[config.mk]
export PLATFORM = sky130hd
export DESIGN_NAME = rot_en_pipe
export DESIGN_NICKNAME = d
export VERILOG_FILES = /design/src/rtl/rot_en_pkg.sv /design/src/rtl/enable_ring.sv /design/src/rtl/pipe_stage.sv /design/src/rtl/rot_en_pipe.sv
export SDC_FILE = /design/constraint.sdc
export NUM_CORES = 1
export LEC_CHECK = 0
export BUFFER_PORTS_ARGS = -buffer_cell sky130_fd_sc_hd__buf_2
export CAP_MARGIN = 30
export CELL_PAD_IN_SITES_DETAIL_PLACEMENT = 0
export CELL_PAD_IN_SITES_GLOBAL_PLACEMENT = 2
export CORE_UTILIZATION = 29
export CTS_CLUSTER_SIZE = 16
export DETAILED_ROUTE_END_ITERATION = 6
export MAX_ROUTING_LAYER = met4
export PLACE_DENSITY_LB_ADDON = 0.12
export SLEW_MARGIN = 0
export SYNTH_ARGS = -nofsm -noshare
export SYNTH_HDL_FRONTEND = slang
export SYNTH_SLANG_ARGS = --single-unit
[constraint.sdc]
create_clock -name clk_i -period 2.27 [get_ports clk_i]
set_clock_uncertainty 0.2 [all_clocks]
set_input_delay 0.1135 -clock clk_i [delete_from_list [all_inputs] [get_ports clk_i]]
set_output_delay 0.1135 -clock clk_i [all_outputs]
set_load 0.1 [all_outputs]
[src/rtl/rot_en_pkg.sv]
package rot_en_pkg;
  typedef enum logic {
    RATE_FULL = 1'b0,
    RATE_HALF = 1'b1
  } rate_e;
endpackage

[src/rtl/enable_ring.sv]
module enable_ring #(
  parameter int unsigned STAGES  = 4,
  parameter bit          HALF_OK = 1'b1
) (
  input  logic              clk_i,
  input  logic              rst_ni,
  input  logic              half_rate_i,
  output logic [STAGES-1:0] en_o,
  output logic              half_o
);
  import rot_en_pkg::*;

  function automatic logic [STAGES-1:0] alt_seed();
    logic [STAGES-1:0] s;
    for (int i = 0; i < STAGES; i++) s[i] = (i % 2 == 0);
    return s;
  endfunction

  localparam logic [STAGES-1:0] SEED_HALF = alt_seed();
  localparam int unsigned HALF_POP = STAGES / 2;

  if (HALF_OK && (STAGES % 2 != 0)) begin : g_odd_stages_r10
    $error("half-rate needs an even stage count");
  end

  logic [STAGES-1:0] ring_q;
  logic              loaded_q;
  rate_e             rate_q;
  logic              pick_half;

  assign pick_half = HALF_OK && half_rate_i;

  always_ff @(posedge clk_i or negedge rst_ni) begin
    if (!rst_ni) begin
      ring_q   <= '0;
      loaded_q <= 1'b0;
      rate_q   <= RATE_FULL;
    end else if (!loaded_q) begin
      ring_q   <= pick_half ? SEED_HALF : '1;
      loaded_q <= 1'b1;
      rate_q   <= pick_half ? RATE_HALF : RATE_FULL;
    end else begin
      ring_q <= {ring_q[STAGES-2:0], ring_q[STAGES-1]};
    end
  end

  assign en_o   = ring_q;
  assign half_o = (rate_q == RATE_HALF);

  p_ring_pop_r1: assert property (@(posedge clk_i) disable iff (!rst_ni)
    loaded_q |-> ($countones(ring_q) == (half_o ? HALF_POP : STAGES)));

  p_mode_lock_r6: assert property (@(posedge clk_i) disable iff (!rst_ni)
    loaded_q |=> $stable(rate_q));

  p_alt_slot_r3: assert property (@(posedge clk_i) disable iff (!rst_ni)
    (half_o && ring_q[0]) |=> !ring_q[0]);
endmodule

[src/rtl/pipe_stage.sv]
module pipe_stage #(
  parameter int unsigned WIDTH = 16,
  parameter int unsigned ADD   = 1
) (
  input  logic             clk_i,
  input  logic             rst_ni,
  input  logic             en_i,
  input  logic             valid_i,
  input  logic [WIDTH-1:0] data_i,
  output logic             valid_o,
  output logic [WIDTH-1:0] data_o
);
  localparam logic [WIDTH-1:0] ADD_W = WIDTH'(ADD);

  always_ff @(posedge clk_i or negedge rst_ni) begin
    if (!rst_ni) begin
      valid_o <= 1'b0;
      data_o  <= '0;
    end else if (en_i) begin
      valid_o <= valid_i;
      data_o  <= data_i + ADD_W;
    end
  end
endmodule

[src/rtl/rot_en_pipe.sv]
module rot_en_pipe #(
  parameter int unsigned WIDTH   = 16,
  parameter int unsigned STAGES  = 4,
  parameter int unsigned STEP    = 3,
  parameter bit          HALF_OK = 1'b1
) (
  input  logic             clk_i,
  input  logic             rst_ni,
  input  logic             half_rate_i,
  input  logic             in_valid_i,
  input  logic [WIDTH-1:0] in_data_i,
  output logic             out_valid_o,
  output logic [WIDTH-1:0] out_data_o
);
  localparam int unsigned LAST = STAGES - 1;

  logic [STAGES-1:0] en;
  logic              half;
  logic [STAGES:0]   vld;
  logic [WIDTH-1:0]  dat [STAGES+1];
  logic              last_upd_q;

  enable_ring #(.STAGES(STAGES), .HALF_OK(HALF_OK)) u_ring (
    .clk_i      (clk_i),
    .rst_ni     (rst_ni),
    .half_rate_i(half_rate_i),
    .en_o       (en),
    .half_o     (half)
  );

  assign vld[0] = in_valid_i;
  assign dat[0] = in_data_i;

  for (genvar i = 0; i < STAGES; i++) begin : g_stage
    pipe_stage #(.WIDTH(WIDTH), .ADD(STEP * (i + 1))) u_stage (
      .clk_i  (clk_i),
      .rst_ni (rst_ni),
      .en_i   (en[i]),
      .valid_i(vld[i]),
      .data_i (dat[i]),
      .valid_o(vld[i+1]),
      .data_o (dat[i+1])
    );

    p_hold_r5: assert property (@(posedge clk_i) disable iff (!rst_ni)
      !en[i] |=> ($stable(dat[i+1]) && $stable(vld[i+1])));
  end

  // last stage advanced on the previous edge: its word is fresh
  always_ff @(posedge clk_i or negedge rst_ni) begin
    if (!rst_ni) last_upd_q <= 1'b0;
    else         last_upd_q <= en[LAST];
  end

  assign out_valid_o = vld[STAGES] & last_upd_q;
  assign out_data_o  = dat[STAGES];

  p_no_b2b_r4: assert property (@(posedge clk_i) disable iff (!rst_ni)
    (half && out_valid_o) |=> !out_valid_o);

  p_full_flow_r2: assert property (@(posedge clk_i) disable iff (!rst_ni)
    (!half && en[0] && in_valid_i) |=> vld[1]);
endmodule

==> results of run 1 <==
-- Yosys cell counts, types with 2 or more instances --
cell | count | area share, %
inv_1 | 11 | 1.1
nor4_2 | 7 | 2.3
clkbuf_1 | 12 | 1.2
mux2_2 | 14 | 4.1
ha_1 | 4 | 1.3
nand2_1 | 18 | 1.8
and4_1 | 5 | 1.1
xor2_1 | 14 | 3.2
nand4_2 | 2 | 0.65
nand3_1 | 8 | 1.0
nand3b_1 | 2 | 0.39
buf_4 | 16 | 3.1
nor4_1 | 2 | 0.33
nand2b_1 | 3 | 0.49
nor2_1 | 59 | 5.8
mux2i_1 | 3 | 0.79
dfrtp_1 | 74 | 48
o21ai_0 | 8 | 1.0
a31oi_1 | 2 | 0.33
nor4b_2 | 2 | 0.79
nor3b_1 | 2 | 0.39
nor3_1 | 10 | 1.3
xnor2_1 | 37 | 8.5
nand4_1 | 9 | 1.5
a21oi_1 | 48 | 6.3
-- power groups by stage --
stage / logic, W / clock network [W] / registers (W)
2_1_floorplan: 0.00186 / 0 / 0.00191
3_3_place_gp: 0.00199 / 0 / 0.00201
3_5_place_dp: 0.00199 / 0 / 0.00202
4_1_cts: 0.00203 / 0.00160 / 0.00199
5_1_grt: 0.00216 / 0.00166 / 0.00204
6_report: 0.00200 / 0.00154 / 0.00198
-- routing by layer --
| metal | track usage (%) | vias to the layer above | wire length, um |
|---|---|---|---|
| met3 | 2.78 | 14 | 237 |
| li1 | - | 1389 | - |
| met4 | 5.57 | 0 | 145 |
| met5 | - | - | 0 |
| met1 | 15.3 | 1229 | 3640 |
| met2 | 20.5 | 51 | 3550 |
-- critical path, delay by kind of cell --
family,cells,cell delay (ns)
simple gates,2,0.52
buf+inv,3,0.68
compound gates,1,0.09
fa+ha+maj,1,0.23
xor+xnor,1,0.18
-- logic make-up (layout without fill, tap and decap cells) --
| logic type | after synthesis | count (layout) | share of synthesized area, % |
|---|---|---|---|
| and+or+nand+nor | 135 | 135 | 19.4 |
| xor gates and xnor gates | 51 | 51 | 11.7 |
| AOI/OAI and AO/OA | 62 | 62 | 8.48 |
| DFF | 74 | 74 | 48.4 |
| muxes | 17 | 17 | 4.91 |
| buffers and inverters | 41 | 88 | 5.63 |
| other | 1 | 1 | 0.0981 |
| adders and majority gates | 4 | 4 | 1.31 |
-- registers in the layout, indices dropped and copies added (netlist names) --
register                 cells
u_ring.loaded_q              1
u_ring.en_o                  4
g_stage.u_stage.data_o      64
last_upd_q                   1
g_stage.u_stage.valid_o      4
-- through the flow --
| step | instance area [sq um] | instances | util (%) | hold WS, ns | total power, W |
|---|---|---|---|---|---|
| final | 4620 | 604 | 36.3 | 0.0477 | 0.00552 |
| after global routing | 4620 | 604 | 36.3 | 0.0851 | 0.00587 |
| after CTS | 4620 | 604 | 36.3 | 0.0578 | 0.00562 |
| after detailed placement | 4100 | 569 | 32.3 | -0.128 | 0.00401 |
| after global placement | 4100 | 569 | 32.3 | -0.125 | 0.00400 |
| after floorplan | 3820 | 385 | - | -0.382 | 0.00378 |
-- cell type report --
class | instances | area (sq um) | area share (%)
inverters | 11 | 41.3 | 0.894
repair buffers | 61 | 430 | 9.32
clock inverters | 7 | 100 | 2.17
well taps | 172 | 215 | 4.66
clock buffers | 9 | 225 | 4.88
multi-input cells | 270 | 1760 | 38.0
flip-flops and latches | 74 | 1850 | 40.1
-- worst paths after layout --
check	slack, ns	to	startpoint
min in group clk_i	0.30	g_stage[3].u_stage.data_o[4]	g_stage[3].u_stage.data_o[4]
setup reg to reg	0.55	g_stage[3].u_stage.data_o[14]	g_stage[2].u_stage.data_o[2]
setup / recovery	0.48	g_stage[0].u_stage.data_o[14]	in_data_i[0]
max in group asynchronous	1.23	g_stage[1].u_stage.data_o[14]	rst_ni
hold / removal	0.05	g_stage[3].u_stage.data_o[3]	rst_ni
hold reg to reg	0.30	g_stage[3].u_stage.data_o[4]	g_stage[3].u_stage.data_o[4]
==> metrics.log, run 1 <==
INFO  metric floorplan.rows = 41
INFO  metric r2r_cells = 5
INFO  metric commonest_cells_after_routing_fill_and_taps_aside = dfrtp_1 (74), nor2_1 (59), a21oi_1 (48), xnor2_1 (37), buf_2 (35)
INFO  metric postSynth.asyncResetShare = 100%
INFO  metric cts_resized = 0
INFO  metric fin_setup_tns = 0 ns
INFO  metric p_per_area = about 1200 nW/um^2
INFO  metric worst-endpoint-arrival = roughly 1.8 ns
INFO  metric core = approximately 13000 sq um
INFO  metric ys_seq_elements = between 70 and 80
INFO  metric iter_0_drt_violations = 93
INFO  metric post-route-min-period = 1.79 ns
INFO  metric cellLeakagePower = 1.83 nW
INFO  metric nNetsFinal = ~450
INFO  metric end_kind = register
INFO  metric power_report.internal_total = around 0.0032 W
INFO  metric post-route-drc-count = 0
INFO  metric diodes = 0
INFO  metric drv_cap = 0
INFO  metric cts_hold_repair.buffers = 19
INFO  metric nFillCells = approximately 1400
INFO  metric tightest_slew = about 0.62 ns
INFO  metric p_switching = between 0.002 and 0.0025 W
INFO  metric critPathLaunchType = input pin
INFO  metric syn_avg_cell_area = just under 10 sq um
INFO  metric ant_nets = 0
INFO  metric weighted_congestion_reported_at_the_end_of_routability_driven_placement = between 0.7 and 0.8
INFO  metric power.share.switching = a little over two fifths
INFO  metric synth_sequential_area_ratio = about half
INFO  metric finalSetupViolations = 0
INFO  metric worst_path_max_delay_cell = dlygate4sd3_1
INFO  metric die-area = about 14000 sq um
INFO  metric cts_root_buf = clkbuf_16
INFO  metric pwr-share-clk = between 20 and 30%
INFO  metric crit_path_max_incr_delay = between 0.5 and 0.6 ns
INFO  metric gr-usage-all-layers = roughly an eighth
INFO  metric final_min_period_over_clock_period = 79.0%
INFO  metric route.detailed.vias_per_inst = roughly 4.4
INFO  metric wl_per_cell = ~13 um
INFO  metric finalWorstSetupSlack = ~0.48 ns
INFO  metric number_of_global_route_vias_before_repair = around 2500
INFO  metric cp_cell_sequence = dlygate4sd3_1, buf_2, inv_1, ha_1, and4b_1, nand4_1, xor2_1, a21oi_1
INFO  metric power.share.combinational = 36.2%
INFO  metric worstPathRequired = 2.28 ns
INFO  metric final_layout_size_suffix_gt1_share = about 20%
INFO  metric synthFlopType = dfrtp_1
INFO  metric grt_first_pass_wirelength = 12.7 mm
INFO  metric vias = 2683
INFO  metric grt_max_degree = 47
INFO  metric synthToLayoutAreaGrowth = 20.9%
INFO  metric cts.reportedPaths.clkPinSlew = around 0.060 ns
INFO  metric pin_count = 37
INFO  metric max_slew_headroom = around 60%
INFO  metric cts.repair_timing.setup_buffer_count = 0
INFO  metric timing_max_transition_violations_final = 0
INFO  metric clockBufferDepth = 2
INFO  metric timing.fmax = 557 MHz
INFO  metric grt_antenna_before_repair = 0
INFO  metric htree_levels = 3
INFO  metric layout_commonest_cell = dfrtp_1
INFO  metric place.port_buffers = 36
INFO  metric critical_path_class = input pin to register
INFO  metric postSynthCellCount = between 300 and 400
INFO  metric outcome = completed
INFO  metric place_ws = approximately 0.55 ns
INFO  metric drtPass1Iterations = 4
INFO  metric wirelength = approximately 7.6 mm
INFO  metric crit_path_max_fanout = 5
INFO  metric vdd_ir_drop_max = between 300 and 400 uV
INFO  metric clock_sinks = 74
INFO  metric syn_warnings = 0
INFO  metric rsz_0062_raised_after_global_routing = false
INFO  metric synthesis.nets = 409
INFO  metric yosys.cell_types.count = 38
INFO  metric floorplan_die_height = approximately 120 um
INFO  metric min-delay-path-class = input pin to async pin
INFO  metric cts_tree = done
INFO  metric dp_hpwl = approximately 5.4 mm
INFO  metric initial_core_util = between 30 and 40%
INFO  metric dieWidth = 117 um
INFO  metric synth_edf_count = 0
INFO  metric numCtsBuffers = 9
INFO  metric finalHoldViolations = 0
INFO  metric global_route_congestion_overflow_total = 0
INFO  metric post_synth_instance_area = between 3000 and 4000 sq um
INFO  metric p_seq_share = approximately 36%
INFO  metric clk-insertion-delay-late = 0.33 ns
Note: power is estimated with default switching activity, not from simulation.
==> run 2: changes to the inputs <==
Clock period 2.27 ns to 1.45 ns, I/O delays scaled along.
==> run 2 against run 1 <==
- first-iteration DRC count is 22% higher
- critical endpoint is now g_stage[2].u_stage.data_o[4]
- via count is 12% higher
- non-clock buffer count is 77 higher
- global-route usage is 1.2 points higher
- critical path depth is 4 lower
- core utilization is 8.1 points higher
- critical path type is now register to register
- flip-flop and latch count stayed put
- the flow now finishes with violations (setup timing)
==> metrics.log, run 2 (same netlist as run 1, synthesis figures left out) <==
INFO  metric cts_tree = done
INFO  metric final_layout_size_suffix_gt1_share = 41.6% (+21 points)
INFO  metric cts.reportedPaths.clkPinSlew = 0.06 ns (about the same)
INFO  metric numCtsBuffers = 9 (unchanged)
INFO  metric timing.fmax = between 600 and 700 MHz
INFO  metric dieWidth = 117 um (unchanged)
INFO  metric iter_0_drt_violations = 113 (+22%)
INFO  metric drtPass1Iterations = 6 (+2)
INFO  metric worst-endpoint-arrival = 1.56 ns (-0.25 ns)
INFO  metric commonest_cells_after_routing_fill_and_taps_aside = dfrtp_1 (65), buf_4 (64), nor2_1 (55), a21oi_1 (45)
INFO  metric diodes = 0 (unchanged)
INFO  metric crit_path_max_incr_delay = 0.45 ns (-0.07 ns)
INFO  metric grt_antenna_before_repair = 0 (unchanged)
INFO  metric clockBufferDepth = 2 (unchanged)
INFO  metric core = 12700 sq um (unchanged)
INFO  metric final_core_util = 44.4% (+8.1 points)
INFO  metric drv_cap = 0 (unchanged)
INFO  metric grt_first_pass_wirelength = 14.1 mm (+11%)
INFO  metric synthToLayoutAreaGrowth = 47.7%
INFO  metric p_per_area = 1740 nW/um^2 (+45%)
INFO  metric wirelength = 8.43 mm (+11%)
INFO  metric ant_nets = 0 (unchanged)
INFO  metric die-area = 13600 sq um (unchanged)
INFO  metric grt_max_degree = 31 (-34%)
INFO  metric cellLeakagePower = 2.31 nW (+26%)
INFO  metric floorplan_die_height = 117 um (unchanged)
INFO  metric worst_path_max_delay_cell = dfrtp_2
INFO  metric clock_sinks = 74 (unchanged)
INFO  metric post-route-min-period = approximately 1.5 ns
INFO  metric post-route-drc-count = 0 (unchanged)
INFO  metric vdd_ir_drop_max = 572 uV (+85%)
INFO  metric endpoint_of_the_lowest_slack_register_to_register_path = g_stage[2].u_stage.data_o[4]
INFO  metric r2r_cells = 4 (-1)
INFO  metric placed_instance_area = 4620 sq um (+13%)
INFO  metric cts_root_buf = clkbuf_16
INFO  metric final_min_period_over_clock_period = 107%
INFO  metric dp_hpwl = 5.82 mm (+7.6%)
INFO  metric finalSetupViolations = 20 (+20)
INFO  metric finalHoldViolations = 0 (unchanged)
INFO  metric number_of_global_route_vias_before_repair = 3049 (+21%)
INFO  metric regMostFlops = g_stage.u_stage.data_o
INFO  metric timing_max_transition_violations_final = 0 (unchanged)
INFO  metric count_of_cell_instances_traversed_by_the_critical_path = 4 (-4)
INFO  metric critical_path_class = register to register
INFO  metric critical_path.startpoint = g_stage[1].u_stage.data_o[1]
INFO  metric route.detailed.vias_per_inst = 4.41 (-0.64%)
INFO  metric floorplan.rows = 41 (unchanged)
INFO  metric rrSetupSlack = -0.09 ns (-0.64 ns)
INFO  metric endpoint = g_stage[2].u_stage.data_o[4]
INFO  metric initial_core_util = 30.0% (unchanged)
INFO  metric cp_cell_sequence = ha_4, a21oi_4, xnor2_1, mux2_2
INFO  metric nFillCells = 1290 (-6.3%)
INFO  metric min-delay-path-class = input pin to register
INFO  metric worstPathRequired = 1.47 ns (-0.81 ns)
INFO  metric clk-insertion-delay-late = 0.33 ns (about the same)
INFO  metric place.port_buffers = 36 (unchanged)
INFO  metric outcome = finished with violations
INFO  metric design_area = 5650 sq um (+22%)
INFO  metric largest_register_ffs = 64 (unchanged)
INFO  metric layout_commonest_cell = dfrtp_1
INFO  metric htree_levels = 3 (unchanged)
INFO  metric weighted_congestion_reported_at_the_end_of_routability_driven_placement = 0.787 (+6.2%)
INFO  metric critPathTopFamily = flip-flops
INFO  metric worstReg2RegStart = g_stage[1].u_stage.data_o[1]
INFO  metric critPathLaunchType = register
INFO  metric gr-usage-all-layers = 13.9% (+1.2 points)
INFO  metric pin_count = 37 (unchanged)
INFO  metric global_route_congestion_overflow_total = 0 (unchanged)
INFO  metric rsz_0062_raised_after_global_routing = true
INFO  metric finalWorstSetupSlack = -0.0943 ns (-0.571 ns)
INFO  metric end_kind = register
INFO  metric violated_checks = setup timing
INFO  metric crit_path_max_fanout = 6 (+1)
INFO  metric vias = 3010 (+12%)
INFO  metric nNetsFinal = 529 (+17%)
INFO  metric crit_buf_inv = 0 (-3)
INFO  metric wl_per_cell = 12.4 um (-1.3%)
==> run 2: worst min path at each step <==
| stage | from | end | slack [ns] | cells past startpoint |
|---|---|---|---|---|
| floorplan | rst_ni | g_stage[0].u_stage.data_o[0] | -0.42 | 0 |
| global placement | rst_ni | g_stage[3].u_stage.data_o[3] | -0.15 | 1 |
| detailed placement | rst_ni | g_stage[3].u_stage.data_o[3] | -0.15 | 1 |
| CTS | in_data_i[6] | g_stage[0].u_stage.data_o[7] | 0.006 | 5 |
| global route | in_data_i[6] | g_stage[0].u_stage.data_o[7] | 0.06 | 5 |
| finish | in_data_i[6] | g_stage[0].u_stage.data_o[7] | 0.01 | 5 |
==> run 2: metrics by stage <==
step	worst slack (ns)	TNS, ns	power (W)	hold slack, ns	cells
floorplan	-0.0276	-0.0839	0.00600	-0.423	385
global placement	-0.131	-1.48	0.00688	-0.152	622
detailed placement	-0.150	-1.72	0.00690	-0.154	622
CTS	-0.0990	-0.949	0.00935	0.00570	666
global route	-0.209	-3.35	0.0104	0.0641	682
finish	-0.0943	-1.02	0.00980	0.0107	682
==> run 2: timing repair <==
| action | CTS | global route |
|---|---|---|
| buffers inserted | 9 | 15 |
| gates resized for setup | 32 | 49 |
| endpoints found under the setup margin | 29 | 37 |
| endpoints found under the hold margin | 93 | 0 |
| gates cloned | 0 | 1 |
| hold buffers | 19 | 0 |
| pin swaps | 30 | 46 |
==> run 2: final cells by class <==
type / count / area, sq um / share of cell area (%)
multi-input cells: 271 / 2140 / 37.8
flip-flops and latches: 74 / 1860 / 33.0
clock buffers: 13 / 260 / 4.61
clock inverters: 3 / 15.0 / 0.266
inverters: 11 / 41.3 / 0.731
well taps: 172 / 215 / 3.81
repair buffers: 138 / 1110 / 19.7
==> run 2: worst reg2reg max path, stage by stage (launching register included) <==
cell     delay, ns
dfrtp_2       0.45
ha_4          0.18
a21oi_4       0.24
xnor2_1       0.10
mux2_2        0.26
==> run 2: layer usage <==
metal,track usage [%],up-vias,routed length (um)
li1,-,1550,-
met1,15.7,1410,3720
met2,23.9,39,4340
met3,1.85,11,183
met4,7.34,0,189
met5,-,-,0
==> run 2: report_power, final <==
part | switching (W) | internal [W] | total [W]
sequential | 0.000449 | 0.00259 | 0.00304
clock | 0.000809 | 0.00124 | 0.00205
combinational | 0.00286 | 0.00185 | 0.00471
total | 0.00412 | 0.00569 | 0.00980
